### src/rtl/pgbr_pkg.sv
package pgbr_pkg;

    // Bridge window slots, ordered by their offset from the window base
    typedef enum logic [3:0] {
        SLOT_MODE  = 4'd0,
        SLOT_WA_HI = 4'd1,
        SLOT_WA_LO = 4'd2,
        SLOT_WD_HI = 4'd3,
        SLOT_WD_LO = 4'd4,
        SLOT_RA_HI = 4'd5,
        SLOT_RA_LO = 4'd6,
        SLOT_RD_HI = 4'd7,
        SLOT_RD_LO = 4'd8
    } slot_e;

    localparam int NUM_SLOTS = 9;

endpackage

### src/rtl/pgbr_decode.sv
module pgbr_decode #(
    parameter int MAW         = 5,
    parameter int DW          = 16,
    parameter int BRIDGE_PAGE = 4,
    parameter int PAGE_ADDR   = 31,
    parameter int WIN_LO      = 16
) (
    input  logic [MAW-1:0]       addr,
    input  logic [DW-1:0]        page,
    output logic                 page_sel,
    output logic                 win_sel,
    output pgbr_pkg::slot_e      slot
);
    localparam int WIN_HI = WIN_LO + pgbr_pkg::NUM_SLOTS - 1;

    logic [MAW-1:0] offset;

    always_comb begin
        offset   = addr - MAW'(WIN_LO);
        page_sel = (addr == MAW'(PAGE_ADDR));
        win_sel  = (page == DW'(BRIDGE_PAGE)) &&
                   (addr >= MAW'(WIN_LO)) && (addr <= MAW'(WIN_HI));
        slot     = pgbr_pkg::slot_e'(offset[3:0]);
    end
endmodule

### src/rtl/pgbr_plainfile.sv
module pgbr_plainfile #(
    parameter int MAW = 5,
    parameter int DW  = 16
) (
    input  logic           clk,
    input  logic           rst_n,
    input  logic           we,
    input  logic [MAW-1:0] addr,
    input  logic [DW-1:0]  wdata,
    output logic [DW-1:0]  rdata
);
    localparam int NREG = (1 << MAW) - 1;

    logic [NREG-1:0][DW-1:0] mem_d, mem_q;

    always_comb begin
        mem_d = mem_q;
        if (we && (32'(addr) < NREG)) mem_d[addr] = wdata;
        rdata = (32'(addr) < NREG) ? mem_q[addr] : '0;
    end

    always_ff @(posedge clk) begin
        if (!rst_n) mem_q <= '0;
        else        mem_q <= mem_d;
    end

    AST_PLAIN_UNTOUCHED: assert property (@(posedge clk) disable iff (!rst_n)
        !we |=> $stable(mem_q));
endmodule

### src/rtl/pgbr_core.sv
module pgbr_core #(
    parameter int DW        = 16,
    parameter int BAW       = 32,
    parameter int BDW       = 32,
    parameter int ADDR_STEP = 4,
    parameter int INC_BIT   = 15
) (
    input  logic            clk,
    input  logic            rst_n,
    input  logic            reg_we,
    input  pgbr_pkg::slot_e reg_slot,
    input  logic [DW-1:0]   reg_wdata,
    output logic [DW-1:0]   reg_rdata,
    output logic            bus_req,
    output logic            bus_we,
    output logic [BAW-1:0]  bus_addr,
    output logic [BDW-1:0]  bus_wdata,
    input  logic [BDW-1:0]  bus_rdata,
    input  logic            bus_ack,
    output logic            busy
);
    import pgbr_pkg::*;

    typedef struct packed {
        logic [DW-1:0]  mode;
        logic [BAW-1:0] wa;
        logic [BDW-1:0] wd;
        logic [BAW-1:0] ra;
        logic [BDW-1:0] rd;
        logic           req;
        logic           we;
        logic [BAW-1:0] addr;
        logic [BDW-1:0] wdata;
    } st_t;

    st_t st_d, st_q;
    logic free;

    always_comb begin
        st_d = st_q;
        free = !st_q.req || bus_ack;
        if (st_q.req && bus_ack) begin
            st_d.req = 1'b0;
            if (!st_q.we) st_d.rd = bus_rdata;
        end
        if (reg_we) begin
            unique case (reg_slot)
                SLOT_MODE:  st_d.mode           = reg_wdata;
                SLOT_WA_HI: st_d.wa[BAW-1:DW]   = reg_wdata;
                SLOT_WA_LO: st_d.wa[DW-1:0]     = reg_wdata;
                SLOT_WD_HI: st_d.wd[BDW-1:DW]   = reg_wdata;
                SLOT_WD_LO: begin
                    st_d.wd[DW-1:0] = reg_wdata;
                    if (free) begin
                        st_d.req   = 1'b1;
                        st_d.we    = 1'b1;
                        st_d.addr  = st_q.wa;
                        st_d.wdata = {st_q.wd[BDW-1:DW], reg_wdata};
                        if (st_q.mode[INC_BIT]) st_d.wa = st_q.wa + BAW'(ADDR_STEP);
                    end
                end
                SLOT_RA_HI: st_d.ra[BAW-1:DW]   = reg_wdata;
                SLOT_RA_LO: begin
                    st_d.ra[DW-1:0] = reg_wdata;
                    if (free) begin
                        st_d.req  = 1'b1;
                        st_d.we   = 1'b0;
                        st_d.addr = {st_q.ra[BAW-1:DW], reg_wdata};
                    end
                end
                default: ;
            endcase
        end
        unique case (reg_slot)
            SLOT_MODE:  reg_rdata = st_q.mode;
            SLOT_WA_HI: reg_rdata = st_q.wa[BAW-1:DW];
            SLOT_WA_LO: reg_rdata = st_q.wa[DW-1:0];
            SLOT_WD_HI: reg_rdata = st_q.wd[BDW-1:DW];
            SLOT_WD_LO: reg_rdata = st_q.wd[DW-1:0];
            SLOT_RA_HI: reg_rdata = st_q.ra[BAW-1:DW];
            SLOT_RA_LO: reg_rdata = st_q.ra[DW-1:0];
            SLOT_RD_HI: reg_rdata = st_q.rd[BDW-1:DW];
            SLOT_RD_LO: reg_rdata = st_q.rd[DW-1:0];
            default:    reg_rdata = '0;
        endcase
    end

    always_ff @(posedge clk) begin
        if (!rst_n) st_q <= '0;
        else        st_q <= st_d;
    end

    assign bus_req   = st_q.req;
    assign bus_we    = st_q.we;
    assign bus_addr  = st_q.addr;
    assign bus_wdata = st_q.wdata;
    assign busy      = st_q.req;

    AST_REQ_HOLD: assert property (@(posedge clk) disable iff (!rst_n)
        bus_req && !bus_ack |=> bus_req);
    AST_REQ_STABLE: assert property (@(posedge clk) disable iff (!rst_n)
        bus_req && !bus_ack |=> $stable(bus_addr) && $stable(bus_wdata) && $stable(bus_we));
    AST_REQ_RELEASE: assert property (@(posedge clk) disable iff (!rst_n)
        bus_req && bus_ack && !(reg_we && (reg_slot == SLOT_WD_LO || reg_slot == SLOT_RA_LO))
        |=> !bus_req);
    AST_FIXED_ADDR: assert property (@(posedge clk) disable iff (!rst_n)
        reg_we && reg_slot == SLOT_WD_LO && !st_q.mode[INC_BIT] |=> $stable(st_q.wa));
    AST_INC_ADDR: assert property (@(posedge clk) disable iff (!rst_n)
        reg_we && reg_slot == SLOT_WD_LO && st_q.mode[INC_BIT] && !bus_req
        |=> st_q.wa == $past(st_q.wa) + BAW'(ADDR_STEP));
    AST_BUSY_HOLD: assert property (@(posedge clk) disable iff (!rst_n)
        busy && !bus_ack |=> busy);
endmodule

### src/rtl/paged_reg_bridge.sv
module paged_reg_bridge #(
    parameter int MAW         = 5,
    parameter int DW          = 16,
    parameter int BAW         = 32,
    parameter int BDW         = 32,
    parameter int BRIDGE_PAGE = 4,
    parameter int PAGE_ADDR   = 31,
    parameter int WIN_LO      = 16,
    parameter int ADDR_STEP   = 4,
    parameter int INC_BIT     = 15
) (
    input  logic            clk,
    input  logic            rst_n,
    input  logic [MAW-1:0]  mgmt_addr,
    input  logic            mgmt_we,
    input  logic [DW-1:0]   mgmt_wdata,
    output logic [DW-1:0]   mgmt_rdata,
    output logic            bus_req,
    output logic            bus_we,
    output logic [BAW-1:0]  bus_addr,
    output logic [BDW-1:0]  bus_wdata,
    input  logic [BDW-1:0]  bus_rdata,
    input  logic            bus_ack,
    output logic            bridge_busy
);
    typedef struct packed {
        logic [DW-1:0] page;
    } top_st_t;

    top_st_t         top_d, top_q;
    logic            page_sel, win_sel;
    pgbr_pkg::slot_e slot;
    logic [DW-1:0]   plain_rdata, core_rdata;

    pgbr_decode #(.MAW(MAW), .DW(DW), .BRIDGE_PAGE(BRIDGE_PAGE),
                  .PAGE_ADDR(PAGE_ADDR), .WIN_LO(WIN_LO)) i_decode (
        .addr(mgmt_addr), .page(top_q.page),
        .page_sel(page_sel), .win_sel(win_sel), .slot(slot)
    );

    pgbr_plainfile #(.MAW(MAW), .DW(DW)) i_plain (
        .clk(clk), .rst_n(rst_n),
        .we(mgmt_we && !page_sel && !win_sel),
        .addr(mgmt_addr), .wdata(mgmt_wdata), .rdata(plain_rdata)
    );

    pgbr_core #(.DW(DW), .BAW(BAW), .BDW(BDW),
                .ADDR_STEP(ADDR_STEP), .INC_BIT(INC_BIT)) i_core (
        .clk(clk), .rst_n(rst_n),
        .reg_we(mgmt_we && win_sel), .reg_slot(slot),
        .reg_wdata(mgmt_wdata), .reg_rdata(core_rdata),
        .bus_req(bus_req), .bus_we(bus_we), .bus_addr(bus_addr),
        .bus_wdata(bus_wdata), .bus_rdata(bus_rdata), .bus_ack(bus_ack),
        .busy(bridge_busy)
    );

    always_comb begin
        top_d = top_q;
        if (mgmt_we && page_sel) top_d.page = mgmt_wdata;
        if (page_sel)     mgmt_rdata = top_q.page;
        else if (win_sel) mgmt_rdata = core_rdata;
        else              mgmt_rdata = plain_rdata;
    end

    always_ff @(posedge clk) begin
        if (!rst_n) top_q <= '0;
        else        top_q <= top_d;
    end

    AST_PAGE_KEEP: assert property (@(posedge clk) disable iff (!rst_n)
        !(mgmt_we && page_sel) |=> $stable(top_q.page));
endmodule

### config.mk
export PLATFORM = sky130hd
export DESIGN_NAME = paged_reg_bridge
export DESIGN_NICKNAME = d
export VERILOG_FILES = /design/src/rtl/pgbr_pkg.sv /design/src/rtl/pgbr_decode.sv /design/src/rtl/pgbr_plainfile.sv /design/src/rtl/pgbr_core.sv /design/src/rtl/paged_reg_bridge.sv
export SDC_FILE = /design/constraint.sdc
export NUM_CORES = 2
export LEC_CHECK = 0
export BUFFER_PORTS_ARGS = -buffer_cell sky130_fd_sc_hd__buf_2
export CAP_MARGIN = 25
export CORE_MARGIN = 3
export CORE_UTILIZATION = 62
export CTS_CLUSTER_DIAMETER = 120
export CTS_CLUSTER_SIZE = 10
export DETAILED_ROUTE_END_ITERATION = 12
export GPL_TIMING_DRIVEN = 0
export PLACE_DENSITY = 0.84
export SKIP_LAST_GASP = 1
export SYNTH_ARGS = -nofsm -noshare
export SYNTH_HDL_FRONTEND = slang
export SYNTH_SLANG_ARGS = --single-unit
export TNS_END_PERCENT = 10
### constraint.sdc
create_clock -name clk -period 2.9 [get_ports clk]
set_clock_uncertainty 0.1 [all_clocks]
set_input_delay 0.145 -clock clk [delete_from_list [all_inputs] [get_ports clk]]
set_output_delay 0.145 -clock clk [all_outputs]
set_load 0.05 [all_outputs]
; After elaboration in Yosys (flattened, before gate mapping)
; Cells that the tools add are included.
[totals]
register_bits = 722
in_bits = 57
[classes]
n_addsub = 2
magnitude_cmp = 5
n_eq_ne = 13
mux = 19
bitwise_logic = 1
reduce_logical = 27
[ops]
columns = op, count
row1 = 496-bit bitwise mux, 1
row2 = 16-bit one-hot mux with 9 select lines, 1
row3 = 66-bit 2-to-1 mux, 2
row4 = 32-bit 2-to-1 mux, 3
row5 = 16-bit binary-select mux with 5-bit select, 1
row6 = 16-bit demux with 5-bit select, 1
row7 = 16-bit 2-to-1 mux, 5
row8 = 34-bit one-hot mux with 2 select lines, 1
row9 = 16-bit one-hot mux with 2 select lines, 2
row10 = 34-bit 2-to-1 mux, 1
row11 = 32-bit by 3-bit adder with 32-bit output (second input constant), 1
row12 = 16-bit by 3-bit equality test with 1-bit output (second input constant), 1
row13 = 4-bit by 3-bit equality test with 1-bit output (second input constant), 4
row14 = 2-bit AND reduction, 6
row15 = 4-bit AND reduction, 3
row16 = 1-bit logical AND, 9
row17 = 4-bit by 2-bit equality test with 1-bit output (second input constant), 2
row18 = 5-bit by 6-bit < comparator with 1-bit output (second input constant), 1
row19 = 2-bit by 1-bit != test with 1-bit output (second input constant), 3
row20 = 2-bit nonzero test, 3
row21 = 5-bit equality test (second input constant), 1
row22 = 5-bit by 1-bit >= comparator with 1-bit output (second input constant), 1
row23 = 5-bit >= comparator (second input constant), 1
row24 = 5-bit less-or-equal comparator (second input constant), 1
row25 = other kinds (10), 12

; Depth between registers and ports, before layout
[logic_depth]
word_depth = 6
depth_mapped = 11
mapped_depth_nobuf = 7

; Hierarchy
; A second synthesis with hierarchy kept.
[unflattened]
cells_unflattened = 4193
area_unflattened_um2 = 33813.7
[modules_own_cells]
columns = mod, instances, cells_per_inst, area_per_inst_um2
row1 = pgbr_plainfile, 1, 2757, 22740.6
row2 = pgbr_core, 1, 1292, 9879.5
row3 = paged_reg_bridge, 1, 128, 1091.0
row4 = pgbr_decode, 1, 16, 102.6

; Worst setup path after synthesis
; Ideal clock, no wire load.
[synth_path]
path_type = register to output
startpoint = reg top_q[5] in the netlist's numbering
endpoint = out mgmt_rdata[10]
t_arrival_ns = 2.752
t_required_ns = 2.655
setup_slack_ns = -0.097
stages_incl_launch_ff = 8
path_buffers = 2
cell_sequence = dfxtp_1 or4_1 or3_1 buf_2 nand2_1 buf_4 nor4_1 nor3_1
[synth_via]
elab_chain_cells = 5
[synth_rtl]
columns = element, line_no
row1 = from (decl), paged_reg_bridge.sv:30  ; top_st_t top_d, top_q;
row2 = from (signal assigned), paged_reg_bridge.sv:67  ; else top_q <= top_d;
row3 = 16-bit by 3-bit equality test with 1-bit output, pgbr_decode.sv:21  ; win_sel = (page == DW'(BRIDGE_PAGE)) &&
row4 = 1-bit logical AND, pgbr_decode.sv:21
row5 = 1-bit logical AND, pgbr_decode.sv:22  ; (addr >= MAW'(WIN_LO)) && (addr <= MAW'(WIN_HI));
row6 = 16-bit 2-to-1 mux, paged_reg_bridge.sv:61  ; else if (win_sel) mgmt_rdata = core_rdata;
row7 = 16-bit 2-to-1 mux, paged_reg_bridge.sv:60  ; if (page_sel) mgmt_rdata = top_q.page;
row8 = to (decl), paged_reg_bridge.sv:17  ; output logic [DW-1:0] mgmt_rdata,
; Every way passes these cells.

; Worst setup path after layout
[layout_path]
startpoint = in mgmt_addr[1]
endpoint = out mgmt_rdata[13]
[layout_via]
elab_chain_cells = 5
word_cells_on_any_way = 22
classes_between = 1 x add/sub / 3 x order compare / 9 x eq/ne / 6 x mux / 3 x reduce/logical
[layout_rtl]
columns = element, line_no
row1 = from (decl), paged_reg_bridge.sv:14  ; input logic [MAW-1:0] mgmt_addr,
row2 = 4-bit by 1-bit subtractor with 4-bit output (tied with other cells), pgbr_decode.sv:19  ; offset = addr - MAW'(WIN_LO);
row3 = 4-bit equality test (tied with other cells), pgbr_core.sv:74  ; unique case (reg_slot)
row4 = 16-bit one-hot mux with 9 select lines (tied with other cells), pgbr_core.sv:74
row5 = 16-bit 2-to-1 mux, paged_reg_bridge.sv:61
row6 = 16-bit 2-to-1 mux (*), paged_reg_bridge.sv:60
; Every way passes the cells marked *; elsewhere a longest branch is shown, timed or not. The select of a mux whose other input is x is not followed.

==> reports/metrics.yaml <==
synth_top_area_share_pct: 44.6
clk_pin_slew_worst_paths_ps: 50
synth_area_sq_um: 32400
place_congestion: 1.12
switching_share_pct: 26.9
portBuffers: 136
path_class: "input port to output pin"
first_global_vias: 32700
regArea_sq_um: 14500
synthTopCellsByArea: "dfxtp_1 45%, nand2_1 16%, a21oi_1 11%, mux4_2 5.6%, mux2i_1 4.2%"
htreeDepth: 3
syn-num-nets: 4091
synth_top_family_by_area: "simple AND/OR/NAND/NOR gates"
core_region_area_sq_um: 51500
synth_commonest_cells: "1,388 x nand2_1, 722 x dfxtp_1, 688 x a21oi_1"
worst_skew_pair.late_latency_ps: 660
n_fill_cell: 3706
r2r-start: "top_q[0]$_SDFFE_PN0P_"
holdPathStages: 4
p_leak_nw: 13.5
dp.cells: 4855
synth-simple-area-share_pct: 21.4
crit_start: "mgmt_addr[1]"
hold_viol: 0
stdcell_count: 5029
fin_nets: 4394
die_y_um: 235
synth_warnings: 0
cts_tree: "built"
maxCapViolations: 0
multiInputGateArea_sq_um: 16400
clockRootBuffer: "clkbuf_16"
drt_iter0_drc: 6057
num_rows: 83
final_util_pct: 73.9
dp_hpwl_um: 104000
drtAntennaViolNets: 0
area_growth_pct: 17.4
drt_wl_total_um: 152000
gr-total-overflow: 0
fin_ws_ps: -381
critPathBufInv: 7
fin_crit_ps: 3280
synth_cell_type_count: 66
synth_edf_count: 0
pwr_density_cell_nw_per_um2: 558
r2r_slack_ps: -260
synth_compound_area_share_pct: 17.0
power_switching_mw: 5.72
setup_viol: 101
synthXorXnorAreaFrac_pct: 0
grt_use_total_pct: 52.9
combPwrFrac_pct: 9.3
grt_max_degree: 13
maxSlewHeadroom_pct: 16.4
worst_path_dominant_cell_family: "buffers and inverters"
grt.met1_usage_pct: 61.5
drv_slew: 0
cts.path.max_buffers: 3
synthAdderAreaFrac_pct: 0.0386
slowest_stage: "nor2_1"
crit_fanout: 10
hold_end: "i_core.bus_addr[9]$_SDFFE_PN0P_"
cp.arrival_ps: 3040
pwr-share-seq_pct: 47.1
drive_above_1_share_pct: 15.3
reg2reg_to: "i_plain.mem_q[371]$_SDFFE_PN0P_"
cp.required_ps: 2650
route.detailed.drc: 0
drt_pass1_iterations: 13
max_freq_mhz: 305
use_met3_pct: 16.6
synthCells: 4033
endpoint_kind: "output pin"
fp.dieW_um: 235
antenna_found_initial: 10
grtUsageMet2_pct: 79.0
dominantRegCellSynth: "dfxtp_1"
avgSynthCellArea_sq_um: 8.04
vias_per_cell: 6.93
ys_seq_area_share_pct: 44.6
grt_pass1_wl_um: 216000
synth-async-reset-ratio_pct: 0
yosysMostFrequentCell: "nand2_1"
ir_worst_vdd_uv: 700
min_from: "mgmt_wdata[9]"
worst_path_largest_cell_delay_ps: 390
wl_per_cell_um: 30.3
violations: "negative setup slack"
dieArea_sq_um: 55100
power.internal_mw: 15.5
crit_chain: "buf_2 -> buf_12 -> buf_8 -> buf_8 -> buf_8 -> buf_8 -> mux4_2 -> o22ai_4 -> nor2_1 -> nand3_2 -> o211ai_1 -> buf_4"
start_kind: "input port"
synth_top_cell_by_area: "dfxtp_1"
rsz0062_at_grt: "yes"
status: "complete, but fails checks"
busiest_layer: "met2"
ioPinCount: 140
post-route-period-util_pct: 113
worst_path_most_repeated_cell: "buf_8"
synth-seq-cells: 722
rr_worst_depth: 12
hold_class: "input port to flip-flop"
p_clk_share_pct: 43.6
vias: 34800
synthMuxAreaShare_pct: 10.2
path_depth: 12
worst_slew_pin_slew_ps: 1250
initial_core_util_pct: 63.0
cts_sinks: 722
cts-buffers-inserted: 82
## metal layers
layer	wire, um	part of all wire [%]	up-vias
met3	21800	14	1062
met4	17400	11	4
met1	49200	32	16100
met2	63900	42	3401
li1	-	-	14300
met5	19	0.012	-
## worst max path at each step
| stage | to |
|---|---|
| finish | mgmt_rdata[13] |
| global route | mgmt_rdata[13] |
| CTS | mgmt_rdata[9] |
| detailed placement | mgmt_rdata[7] |
| global placement | mgmt_rdata[12] |
| floorplan | mgmt_rdata[2] |
## flip-flops by register name (all words and copies together), names as in the netlist
name              flops
i_core.bus_addr      32
i_core.st_q         144
i_core.bus_req        1
top_q                16
i_core.bus_we         1
i_plain.mem_q       496
i_core.bus_wdata     32
## worst reg2reg max path, stage by stage, from the launching register on
cell,delay (ps)
dfxtp_4,350
nor4b_4,340
nand3_2,140
buf_6,140
nor3_4,370
buf_6,190
buf_4,140
buf_4,180
or3_1,130
clkbuf_1,400
buf_2,360
nand2_1,100
a21oi_1,160
## kinds of logic after synthesis
| group | after synthesis |
|---|---|
| buffers and inverters | 429 |
| adder cells (fa/ha/maj) | 1 |
| multiplexers | 228 |
| AO/OA/AOI/OAI | 955 |
| AND/OR/NAND/NOR | 1698 |
| flip-flops | 722 |
## stage by stage
| step | setup TNS (ps) | setup slack (ps) | hold slack, ps | power, mW | cell area (sq um) |
|---|---|---|---|---|---|
| 2_1_floorplan | -415 | -94.1 | 181 | 11.0 | 32400 |
| 3_3_place_gp | -237870 | -1610 | 296 | 11.8 | 34000 |
| 3_5_place_dp | -118310 | -1400 | 299 | 11.8 | 34000 |
| 4_1_cts | -8390 | -282 | 5.96 | 20.8 | 37700 |
| 5_1_grt | -16330 | -258 | 36.6 | 21.4 | 38100 |
| 6_report | -10270 | -381 | 33.7 | 21.2 | 38100 |
## power by group through the flow
stage | sequential (mW) | combinational (mW) | clock [mW]
floorplan | 10.2 | 0.841 | 0
global placement | 10.2 | 1.58 | 0
detailed placement | 10.2 | 1.60 | 0
CTS | 10.0 | 1.78 | 9.04
global route | 10.0 | 1.93 | 9.45
finish | 10.0 | 1.97 | 9.27
## cell type report
class / instances / share of cell area [%]
diodes: 7 / 0.0460
plain buffers: 418 / 6.50
clock buffers: 82 / 5.39
clock inverters: 8 / 0.335
inverters: 6 / 0.0690
multi-input cells: 2882 / 43.1
flip-flops and latches: 722 / 38.0
well taps: 680 / 2.24
repair buffers: 224 / 4.34
## repair_timing
action / CTS / global route
hold buffers: 45 / 0
buffers inserted: 26 / 8
pin swaps: 23 / 22
resized for setup: 202 / 62
hold endpoints to repair: 56 / 0
cloned: 1 / 0
endpoints found under the setup margin: 126 / 132
## cell usage in the layout (no fill, tap or decap), drive strengths merged, types with 6 or more instances in the layout
cell,Yosys,layout
nand3,63,63
o31ai,13,13
buf,187,363
a2111oi,7,7
nand2b,9,9
a222oi,14,14
o22ai,18,18
a22oi,51,51
dlygate4sd3,0,45
a211oi,7,7
a21oi,688,688
o211ai,8,8
and4,8,8
and3,18,18
diode,0,7
inv,5,9
and2,6,6
a32o,9,9
mux2,12,12
nor2b,9,9
nand2,1388,1388
a31oi,11,11
nor3,28,28
mux4,81,81
nand4,13,13
nor2,118,118
o2bb2ai,6,6
a221oi,12,12
dfxtp,722,722
a22o,42,42
nor4,8,8
o21ai,35,35
clkbuf,236,316
a211o,6,6
mux2i,135,135
or3,15,15
(Power assumes the default switching activity.)
